`config.mk`:
```
export PLATFORM = sky130hd
export DESIGN_NAME = parse_round_seq
export DESIGN_NICKNAME = d
export VERILOG_FILES = /design/src/rtl/psq_pkg.sv /design/src/rtl/psq_step_order.sv /design/src/rtl/psq_stage_buf.sv /design/src/rtl/psq_regfile.sv /design/src/rtl/parse_round_seq.sv
export SDC_FILE = /design/constraint.sdc
export NUM_CORES = 2
export LEC_CHECK = 0
export BUFFER_PORTS_ARGS = -buffer_cell sky130_fd_sc_hd__buf_2
export CAP_MARGIN = 10
export CORE_AREA = 3 3 377 379
export DETAILED_ROUTE_END_ITERATION = 12
export DIE_AREA = 0 0 380 382
export MAX_ROUTING_LAYER = met4
export PLACE_DENSITY = 0.6
export REMOVE_ABC_BUFFERS = 1
export SYNTH_ARGS = -nofsm -noshare
export SYNTH_HDL_FRONTEND = slang
export SYNTH_SLANG_ARGS = --single-unit
```
`constraint.sdc`:
```
create_clock -name clk -period 12.2 [get_ports clk]
set_input_delay 2.44 -clock clk [delete_from_list [all_inputs] [get_ports clk]]
set_output_delay 2.44 -clock clk [all_outputs]
set_load 0.05 [all_outputs]
```
`src/rtl/psq_pkg.sv`:
```
package psq_pkg;

    localparam int GPR_W    = 16;
    localparam int NUM_GPR  = 8;
    localparam int GIDX_W   = $clog2(NUM_GPR);
    localparam int FLAG_W   = 16;
    localparam int ERR_W    = 8;
    localparam int INC_W    = 8;

    localparam int IDX_PC   = 0;
    localparam int IDX_NODE = 1;
    localparam int IDX_HO   = 2;

    typedef enum logic [2:0] {
        ST_IDLE,
        ST_RUN,
        ST_COMMIT,
        ST_ADJUST,
        ST_DONE
    } seq_state_e;

    typedef struct packed {
        logic [GPR_W-1:0] pc;
        logic [GPR_W-1:0] node;
        logic [INC_W-1:0] inc;
        logic             pol;
        logic             last;
    } action_t;

    typedef struct packed {
        logic              wen;
        logic [GIDX_W-1:0] idx;
        logic [GPR_W-1:0]  data;
        logic [FLAG_W-1:0] fmask;
        logic [FLAG_W-1:0] fval;
        logic [ERR_W-1:0]  emask;
        logic [ERR_W-1:0]  eval;
    } alu_res_t;

    function automatic logic [FLAG_W-1:0] merge_flags(
        input logic [FLAG_W-1:0] old_v,
        input logic [FLAG_W-1:0] mask,
        input logic [FLAG_W-1:0] new_v
    );
        return (old_v & ~mask) | (new_v & mask);
    endfunction

    function automatic logic [ERR_W-1:0] merge_errs(
        input logic [ERR_W-1:0] old_v,
        input logic [ERR_W-1:0] mask,
        input logic [ERR_W-1:0] new_v
    );
        return (old_v & ~mask) | (new_v & mask);
    endfunction

endpackage

```
`src/rtl/psq_step_order.sv`:
```
module psq_step_order #(
    parameter int NUM_ALU = 3,
    parameter int STEP_W  = $clog2(NUM_ALU + 1),
    parameter int SEL_W   = (NUM_ALU > 1) ? $clog2(NUM_ALU) : 1
) (
    input  logic [STEP_W-1:0] prio_i,
    input  logic [STEP_W-1:0] step_i,
    output logic              is_act_o,
    output logic [SEL_W-1:0]  alu_sel_o
);

    logic [STEP_W-1:0] alu_step;

    always_comb begin
        is_act_o = (step_i == prio_i);
        if (step_i < prio_i) begin
            alu_step = step_i;
        end else begin
            alu_step = step_i - STEP_W'(1);
        end
        alu_sel_o = SEL_W'(alu_step);
    end

endmodule

```
`src/rtl/psq_stage_buf.sv`:
```
module psq_stage_buf
    import psq_pkg::*;
(
    input  logic                      clk,
    input  logic                      rst,
    input  logic                      clr_i,
    input  logic                      act_stage_i,
    input  logic [GPR_W-1:0]          act_pc_i,
    input  logic [GPR_W-1:0]          act_node_i,
    input  logic                      alu_stage_i,
    input  alu_res_t                  alu_res_i,
    output logic [NUM_GPR-1:0]        upd_o,
    output logic [NUM_GPR*GPR_W-1:0]  val_o,
    output logic [FLAG_W-1:0]         fmask_o,
    output logic [FLAG_W-1:0]         fval_o,
    output logic [ERR_W-1:0]          emask_o,
    output logic [ERR_W-1:0]          eval_o
);

    logic [NUM_GPR-1:0] upd_q;
    logic [GPR_W-1:0]   val_q [NUM_GPR];
    logic [FLAG_W-1:0]  fmask_q;
    logic [FLAG_W-1:0]  fval_q;
    logic [ERR_W-1:0]   emask_q;
    logic [ERR_W-1:0]   eval_q;

    always_ff @(posedge clk) begin
        if (rst || clr_i) begin
            upd_q   <= '0;
            fmask_q <= '0;
            fval_q  <= '0;
            emask_q <= '0;
            eval_q  <= '0;
            for (int i = 0; i < NUM_GPR; i++) begin
                val_q[i] <= '0;
            end
        end else if (act_stage_i) begin
            upd_q[IDX_PC]   <= 1'b1;
            upd_q[IDX_NODE] <= 1'b1;
            val_q[IDX_PC]   <= act_pc_i;
            val_q[IDX_NODE] <= act_node_i;
        end else if (alu_stage_i) begin
            if (alu_res_i.wen) begin
                upd_q[alu_res_i.idx] <= 1'b1;
                val_q[alu_res_i.idx] <= alu_res_i.data;
            end
            fmask_q <= fmask_q | alu_res_i.fmask;
            fval_q  <= merge_flags(fval_q, alu_res_i.fmask, alu_res_i.fval);
            emask_q <= emask_q | alu_res_i.emask;
            eval_q  <= merge_errs(eval_q, alu_res_i.emask, alu_res_i.eval);
        end
    end

    generate
        for (genvar g = 0; g < NUM_GPR; g++) begin : g_flat
            assign val_o[g*GPR_W +: GPR_W] = val_q[g];
        end
    endgenerate

    assign upd_o   = upd_q;
    assign fmask_o = fmask_q;
    assign fval_o  = fval_q;
    assign emask_o = emask_q;
    assign eval_o  = eval_q;

endmodule

```
`src/rtl/psq_regfile.sv`:
```
module psq_regfile
    import psq_pkg::*;
#(
    parameter int PKT_BYTES = 64,
    parameter int HV_BYTES  = 4
) (
    input  logic                      clk,
    input  logic                      rst,
    input  logic                      commit_i,
    input  logic [NUM_GPR-1:0]        upd_i,
    input  logic [NUM_GPR*GPR_W-1:0]  val_i,
    input  logic [FLAG_W-1:0]         fmask_i,
    input  logic [FLAG_W-1:0]         fval_i,
    input  logic [ERR_W-1:0]          emask_i,
    input  logic [ERR_W-1:0]          eval_i,
    input  logic                      adj_i,
    input  logic [INC_W-1:0]          hinc_i,
    input  logic                      hpol_i,
    input  logic [PKT_BYTES*8-1:0]    pkt_i,
    output logic [NUM_GPR*GPR_W-1:0]  gpr_o,
    output logic [FLAG_W-1:0]         flags_o,
    output logic [ERR_W-1:0]          err_o,
    output logic [HV_BYTES*8-1:0]     hv_o,
    output logic [GPR_W-1:0]          ho_next_o
);

    logic [GPR_W-1:0]      gpr_q [NUM_GPR];
    logic [FLAG_W-1:0]     flags_q;
    logic [ERR_W-1:0]      err_q;
    logic [HV_BYTES*8-1:0] hv_q;
    logic [GPR_W-1:0]      ho_cur;
    logic [GPR_W-1:0]      ho_commit;

    function automatic logic [HV_BYTES*8-1:0] window(input logic [GPR_W-1:0] off);
        logic [HV_BYTES*8-1:0] w;
        logic [PKT_BYTES*8-1:0] sh;
        w = '0;
        for (int k = 0; k < HV_BYTES; k++) begin
            if ((int'(off) + k) < PKT_BYTES) begin
                sh = pkt_i >> (8 * (int'(off) + k));
                w[8*k +: 8] = sh[7:0];
            end
        end
        return w;
    endfunction

    assign ho_cur    = gpr_q[IDX_HO];
    assign ho_commit = val_i[IDX_HO*GPR_W +: GPR_W];

    always_comb begin
        if (hinc_i == '0) begin
            ho_next_o = ho_cur;
        end else if (hpol_i) begin
            ho_next_o = ho_cur + GPR_W'(hinc_i);
        end else begin
            ho_next_o = ho_cur - GPR_W'(hinc_i);
        end
    end

    always_ff @(posedge clk) begin
        if (rst) begin
            flags_q <= '0;
            err_q   <= '0;
            hv_q    <= '0;
            for (int i = 0; i < NUM_GPR; i++) begin
                gpr_q[i] <= '0;
            end
        end else if (commit_i) begin
            for (int i = 0; i < NUM_GPR; i++) begin
                if (upd_i[i]) begin
                    gpr_q[i] <= val_i[i*GPR_W +: GPR_W];
                end
            end
            flags_q <= merge_flags(flags_q, fmask_i, fval_i);
            err_q   <= merge_errs(err_q, emask_i, eval_i);
            if (upd_i[IDX_HO]) begin
                hv_q <= window(ho_commit);
            end
        end else if (adj_i && (hinc_i != '0)) begin
            gpr_q[IDX_HO] <= ho_next_o;
            hv_q          <= window(ho_next_o);
        end
    end

    generate
        for (genvar g = 0; g < NUM_GPR; g++) begin : g_out
            assign gpr_o[g*GPR_W +: GPR_W] = gpr_q[g];
        end
    endgenerate

    assign flags_o = flags_q;
    assign err_o   = err_q;
    assign hv_o    = hv_q;

    AST_HV_TRACKS_HO: assert property (@(posedge clk) disable iff (rst)
        (adj_i && !commit_i && hinc_i != '0) |=> (hv_o == window(gpr_o[IDX_HO*GPR_W +: GPR_W])))
        else $error("header window not reloaded after offset step");

endmodule

```
`src/rtl/parse_round_seq.sv`:
```
module parse_round_seq
    import psq_pkg::*;
#(
    parameter int NUM_ALU   = 3,
    parameter int PKT_BYTES = 64,
    parameter int HV_BYTES  = 4,
    parameter int PRIO_W    = $clog2(NUM_ALU + 1)
) (
    input  logic                          clk,
    input  logic                          rst,
    input  logic                          start_i,
    input  logic [PRIO_W-1:0]             prio_i,
    input  logic [GPR_W-1:0]              act_next_pc_i,
    input  logic [GPR_W-1:0]              act_next_node_i,
    input  logic [INC_W-1:0]              act_hinc_i,
    input  logic                          act_hpol_i,
    input  logic                          act_last_i,
    input  logic [GPR_W-1:0]              pkt_len_i,
    input  logic [PKT_BYTES*8-1:0]        pkt_i,
    output logic [NUM_ALU-1:0]            alu_req_o,
    input  logic [NUM_ALU-1:0]            alu_done_i,
    input  logic [NUM_ALU-1:0]            alu_wen_i,
    input  logic [NUM_ALU*GIDX_W-1:0]     alu_widx_i,
    input  logic [NUM_ALU*GPR_W-1:0]      alu_wdata_i,
    input  logic [NUM_ALU*FLAG_W-1:0]     alu_fmask_i,
    input  logic [NUM_ALU*FLAG_W-1:0]     alu_fval_i,
    input  logic [NUM_ALU*ERR_W-1:0]      alu_emask_i,
    input  logic [NUM_ALU*ERR_W-1:0]      alu_eval_i,
    output logic                          busy_o,
    output logic                          done_o,
    output logic                          stop_o,
    output logic [NUM_GPR*GPR_W-1:0]      gpr_o,
    output logic [FLAG_W-1:0]             flags_o,
    output logic [ERR_W-1:0]              err_o,
    output logic [HV_BYTES*8-1:0]         hv_o
);

    localparam int SEL_W    = (NUM_ALU > 1) ? $clog2(NUM_ALU) : 1;
    localparam int LAST_STP = NUM_ALU;

    seq_state_e          state_q;
    logic [PRIO_W-1:0]   step_q;
    logic [PRIO_W-1:0]   prio_q;
    action_t             act_q;
    logic                stop_q;

    logic                is_act;
    logic [SEL_W-1:0]    alu_sel;
    logic                sel_done;
    logic                act_stage;
    logic                alu_stage;
    logic                advance;
    logic                commit;
    logic                adjust;
    logic                accept;
    alu_res_t            sel_res;

    logic [NUM_GPR-1:0]       pend_upd;
    logic [NUM_GPR*GPR_W-1:0] pend_val;
    logic [FLAG_W-1:0]        pend_fmask;
    logic [FLAG_W-1:0]        pend_fval;
    logic [ERR_W-1:0]         pend_emask;
    logic [ERR_W-1:0]         pend_eval;
    logic [GPR_W-1:0]         ho_next;
    logic [GPR_W-1:0]         ho_now;

    psq_step_order #(
        .NUM_ALU (NUM_ALU),
        .STEP_W  (PRIO_W),
        .SEL_W   (SEL_W)
    ) i_order (
        .prio_i    (prio_q),
        .step_i    (step_q),
        .is_act_o  (is_act),
        .alu_sel_o (alu_sel)
    );

    always_comb begin
        sel_res.wen   = alu_wen_i[alu_sel];
        sel_res.idx   = alu_widx_i[alu_sel*GIDX_W +: GIDX_W];
        sel_res.data  = alu_wdata_i[alu_sel*GPR_W +: GPR_W];
        sel_res.fmask = alu_fmask_i[alu_sel*FLAG_W +: FLAG_W];
        sel_res.fval  = alu_fval_i[alu_sel*FLAG_W +: FLAG_W];
        sel_res.emask = alu_emask_i[alu_sel*ERR_W +: ERR_W];
        sel_res.eval  = alu_eval_i[alu_sel*ERR_W +: ERR_W];
    end

    assign sel_done  = alu_done_i[alu_sel];
    assign accept    = (state_q == ST_IDLE) && start_i;
    assign act_stage = (state_q == ST_RUN) && is_act;
    assign alu_stage = (state_q == ST_RUN) && !is_act && sel_done;
    assign advance   = act_stage || alu_stage;
    assign commit    = (state_q == ST_COMMIT);
    assign adjust    = (state_q == ST_ADJUST);

    generate
        for (genvar g = 0; g < NUM_ALU; g++) begin : g_req
            assign alu_req_o[g] = (state_q == ST_RUN) && !is_act && (alu_sel == SEL_W'(g));
        end
    endgenerate

    always_ff @(posedge clk) begin
        if (rst) begin
            state_q <= ST_IDLE;
            step_q  <= '0;
            prio_q  <= '0;
            act_q   <= '0;
            stop_q  <= 1'b0;
        end else begin
            case (state_q)
                ST_IDLE: begin
                    if (start_i) begin
                        state_q    <= ST_RUN;
                        step_q     <= '0;
                        prio_q     <= prio_i;
                        act_q.pc   <= act_next_pc_i;
                        act_q.node <= act_next_node_i;
                        act_q.inc  <= act_hinc_i;
                        act_q.pol  <= act_hpol_i;
                        act_q.last <= act_last_i;
                        stop_q     <= 1'b0;
                    end
                end
                ST_RUN: begin
                    if (advance) begin
                        if (step_q == PRIO_W'(LAST_STP)) begin
                            state_q <= ST_COMMIT;
                        end else begin
                            step_q <= step_q + PRIO_W'(1);
                        end
                    end
                end
                ST_COMMIT: begin
                    state_q <= ST_ADJUST;
                end
                ST_ADJUST: begin
                    stop_q  <= act_q.last || (ho_next >= pkt_len_i);
                    state_q <= ST_DONE;
                end
                default: begin
                    state_q <= ST_IDLE;
                end
            endcase
        end
    end

    psq_stage_buf i_stage (
        .clk         (clk),
        .rst         (rst),
        .clr_i       (accept),
        .act_stage_i (act_stage),
        .act_pc_i    (act_q.pc),
        .act_node_i  (act_q.node),
        .alu_stage_i (alu_stage),
        .alu_res_i   (sel_res),
        .upd_o       (pend_upd),
        .val_o       (pend_val),
        .fmask_o     (pend_fmask),
        .fval_o      (pend_fval),
        .emask_o     (pend_emask),
        .eval_o      (pend_eval)
    );

    psq_regfile #(
        .PKT_BYTES (PKT_BYTES),
        .HV_BYTES  (HV_BYTES)
    ) i_regs (
        .clk       (clk),
        .rst       (rst),
        .commit_i  (commit),
        .upd_i     (pend_upd),
        .val_i     (pend_val),
        .fmask_i   (pend_fmask),
        .fval_i    (pend_fval),
        .emask_i   (pend_emask),
        .eval_i    (pend_eval),
        .adj_i     (adjust),
        .hinc_i    (act_q.inc),
        .hpol_i    (act_q.pol),
        .pkt_i     (pkt_i),
        .gpr_o     (gpr_o),
        .flags_o   (flags_o),
        .err_o     (err_o),
        .hv_o      (hv_o),
        .ho_next_o (ho_next)
    );

    assign ho_now = gpr_o[IDX_HO*GPR_W +: GPR_W];
    assign busy_o = (state_q != ST_IDLE);
    assign done_o = (state_q == ST_DONE);
    assign stop_o = stop_q;

    AST_REQ_ONEHOT: assert property (@(posedge clk) disable iff (rst)
        $onehot0(alu_req_o))
        else $error("more than one ALU request high");

    AST_REQ_HELD: assert property (@(posedge clk) disable iff (rst)
        ((alu_req_o != '0) && ((alu_req_o & alu_done_i) == '0)) |=> (alu_req_o == $past(alu_req_o)))
        else $error("ALU request dropped before done");

    AST_NO_EARLY_COMMIT: assert property (@(posedge clk) disable iff (rst)
        (state_q == ST_RUN) |=> ($stable(gpr_o) && $stable(flags_o) && $stable(err_o)))
        else $error("architectural state changed mid-round");

    AST_HO_ADD: assert property (@(posedge clk) disable iff (rst)
        (adjust && act_q.inc != '0 && act_q.pol) |=> (ho_now == $past(ho_now) + GPR_W'($past(act_q.inc))))
        else $error("header offset add step wrong");

    AST_HO_SUB: assert property (@(posedge clk) disable iff (rst)
        (adjust && act_q.inc != '0 && !act_q.pol) |=> (ho_now == $past(ho_now) - GPR_W'($past(act_q.inc))))
        else $error("header offset subtract step wrong");

    AST_HO_KEEP: assert property (@(posedge clk) disable iff (rst)
        (adjust && act_q.inc == '0) |=> $stable(ho_now))
        else $error("header offset moved with zero increment");

    AST_LAST_STOPS: assert property (@(posedge clk) disable iff (rst)
        (done_o && act_q.last) |-> stop_o)
        else $error("last-round bit did not stop parsing");

    AST_DONE_PULSE: assert property (@(posedge clk) disable iff (rst)
        done_o |=> !done_o)
        else $error("done held longer than one cycle");

endmodule

```
==> impl_metrics.toml <==
[pwr]
comb_power_share = 0.597
clkPwrFrac = 0.196
p_per_area_nw_per_um2 = 133.3
power_report.internal_total_mw = 4.000
ir_worst_vdd_mv = 0.1098
p_total_mw = 7.724
p_leak_nw = 22.03
swShare = 0.4821
pwr-share-seq = 0.207
switchingPower_mw = 3.724

[setup_path]
worstPathArrival_ps = 7750
required_ps = 12720
path_max_fanout = 50
r2r-end = "i_regs.hv_o[8]"
timing.rr.start = "act_q[4]"
worst_r2r_path_depth = 19
crit_path_start_kind = "flip-flop"
reg2reg_slack_ps = 4980
critPathCapture = "i_regs.hv_o[8]"
setup.worst_path.start = "act_q[4]"
worst-setup-path-type = "reg2reg"
end_kind = "flip-flop"

[synthesis]
ys_seq_area_frac = 0.2137
synth_edf_count = 224
ys_types = 95
synth-seq-cells = 418
synthCells = 5427
syn_area_um2 = 49660
synth-async-reset-ratio = 0
synth.avg_cell_area_um2 = 9.150
synth_ff_type = "edfxtp_1"
ys_warn_count = 0

[clock_tree]
cts.repair.resized = 0
h-tree-depth = 2
ctsHoldBuffers = 0
path_clk_slew_ps = 70
cts_tree = "done"
cts_made_buffers = 48
clk_latency_ps = 610
cts_root_buffer = "clkbuf_16"
post_cts_buffers = 0
clockBufferDepth = 3
clock_sinks = 418

[run_status]
status = "completed"

[hold_path]
hp-class = "reg2reg"
worstHoldPathCells = 2
hp-start = "i_regs.gpr_q[1][50]"

[floorplan]
die_w_um = 380
die_y_um = 382
placementRows = 137
core_region_area_um2 = 139200
dieArea_um2 = 145200
start_util = 0.3568
io_pins = 972

[route]
drc_errors = 0
wl_um = 269000
wire_per_inst_um = 33.34
detail-route-antenna-nets = 0
drtPass1Iterations = 6
route.vias.total = 54050
drt-initial-drc-count = 7562
routed_via_density = 6.698

[timing]
relSlewSlack = 0.1557
finalSetupViolCount = 0
slew_violations = 0
fmax_mhz = 138.4
tightest_slew_ps = 1258
rsz0062_at_grt = "no"
hold_viol = 0
worst_slack_ps = 4976
hold_ws_ps = 455.2
tns_ps = 0
min_period_over_period = 0.5922
clock_skew_ps = 27.82
period_minus_slack_ps = 7224

[grt]
grt_util_all_layers = 0.3615
grtUsageMet2 = 0.5124
grtUsageMet1 = 0.4629
met3_usage = 0.1171
grt_pass1_wl_um = 377400
grt_overflow = 0
top_usage_layer = "met2"
antenna_found_initial = 150
grt_pass1_vias = 50320
grt_max_degree = 154

[layout]
fin_cells = 8069
fillers = 13950
syn2layout_area_growth_pct = 16.65
ff_latch_area_um2 = 10610
layout_commonest_cell = "buf_2"
multi_input_area_um2 = 36870
nets = 6847
layout-drive-gt1-share = 0.3145
final_cell_mix = "buf_2 (970), nand2_1 (786), mux2i_1 (684)"

[run]
cap_viol_max_count = 0

[placed_design]
gp_congestion = 1.010
placedCellCount = 7855
pre_cts_ws_ps = 5237
dp.final_hpwl_um = 198500
port_buffers = 971
[synthesized netlist by cell type, types with 25 or more instances]
cell | count | area, µm²
a21oi_1 | 452 | 2262
nor3_1 | 85 | 425.4
dfxtp_1 | 194 | 3884
a221oi_1 | 25 | 219.0
a22oi_1 | 36 | 270.3
mux2_2 | 125 | 1408
ha_1 | 35 | 437.9
inv_1 | 56 | 210.2
a31oi_1 | 59 | 369.1
o31ai_1 | 29 | 217.7
nor2b_1 | 41 | 256.5
a22o_1 | 25 | 219.0
edfxtp_1 | 224 | 6726
o22ai_1 | 75 | 469.2
buf_2 | 116 | 580.6
clkbuf_1 | 310 | 1164
o21ai_0 | 344 | 1722
mux4_2 | 523 | 11780
a211oi_1 | 114 | 855.8
mux2i_1 | 687 | 6877
and3_1 | 113 | 706.9
nand3_1 | 108 | 540.5
o211ai_1 | 46 | 345.3
nor2_1 | 309 | 1160
nand2_1 | 787 | 2954
buf_1 | 117 | 439.2
[cell type report]
class | instances | share of cell area
multi-input combinational | 4397 | 0.6364
tap | 1876 | 0.04052
sequential | 418 | 0.1832
inverter | 64 | 0.004579
clock inverter | 26 | 0.005681
clock buffer | 64 | 0.02248
antenna | 124 | 0.005357
timing repair buffer | 1100 | 0.1018
[critical path, stage by stage (launching register included)]
cell,delay [ps]
dfxtp_1,380
nor2_1,160
nor4b_1,700
nor3b_1,280
ha_1,260
mux2_2,270
ha_1,470
nand4_1,220
or2_2,340
o22ai_1,250
mux2i_1,260
or2_1,220
nand4_1,110
buf_4,360
nor2_4,950
buf_4,660
nand3_1,470
nor3_1,290
o32ai_1,120
a311oi_1,280
[power by group through the flow]
stage	clock (mW)	sequential [mW]	combinational, mW
global placement	0	1.62	4.43
global route	1.59	1.60	4.77
detailed placement	0	1.63	4.43
CTS	1.53	1.60	4.44
finish	1.51	1.60	4.61
floorplan	0	1.75	3.24
[routing by layer]
| layer | vias up | wire, µm |
|---|---|---|
| li1 | 22530 | - |
| met1 | 26540 | 102900 |
| met2 | 4180 | 112900 |
| met3 | 799 | 36820 |
| met4 | 0 | 16330 |
| met5 | - | 0 |
[worst min-delay path by stage]
| stage | slack, ps | end |
|---|---|---|
| floorplan | 430 | prio_q[1] |
| global placement | 440 | i_stage.upd_o[7] |
| detailed placement | 440 | i_regs.gpr_q[1][42] |
| CTS | 450 | i_regs.gpr_q[1][42] |
| global route | 470 | i_regs.gpr_q[1][47] |
| finish | 460 | i_regs.gpr_q[1][50] |
[logic make-up (layout without fill, tap and decap cells)]
logic type,after synthesis,in the layout,share of synthesized area
simple gates,1572,1572,0.1404
xor+xnor,23,23,0.004057
buf+inv,612,1254,0.04951
other cells,0,124,0
fa+ha+maj,37,37,0.009423
compound gates,1428,1428,0.1783
mux,1337,1337,0.4046
flops,418,418,0.2137
[through the flow]
stage | utilization | cell area [µm²]
after detailed placement | 0.4022 | 55990
after global routing | 0.4157 | 57860
final | 0.4162 | 57930
after CTS | 0.4140 | 57620
after global placement | 0.4022 | 55990
after floorplan | - | 47440
Power figures use the tool's default switching activity.
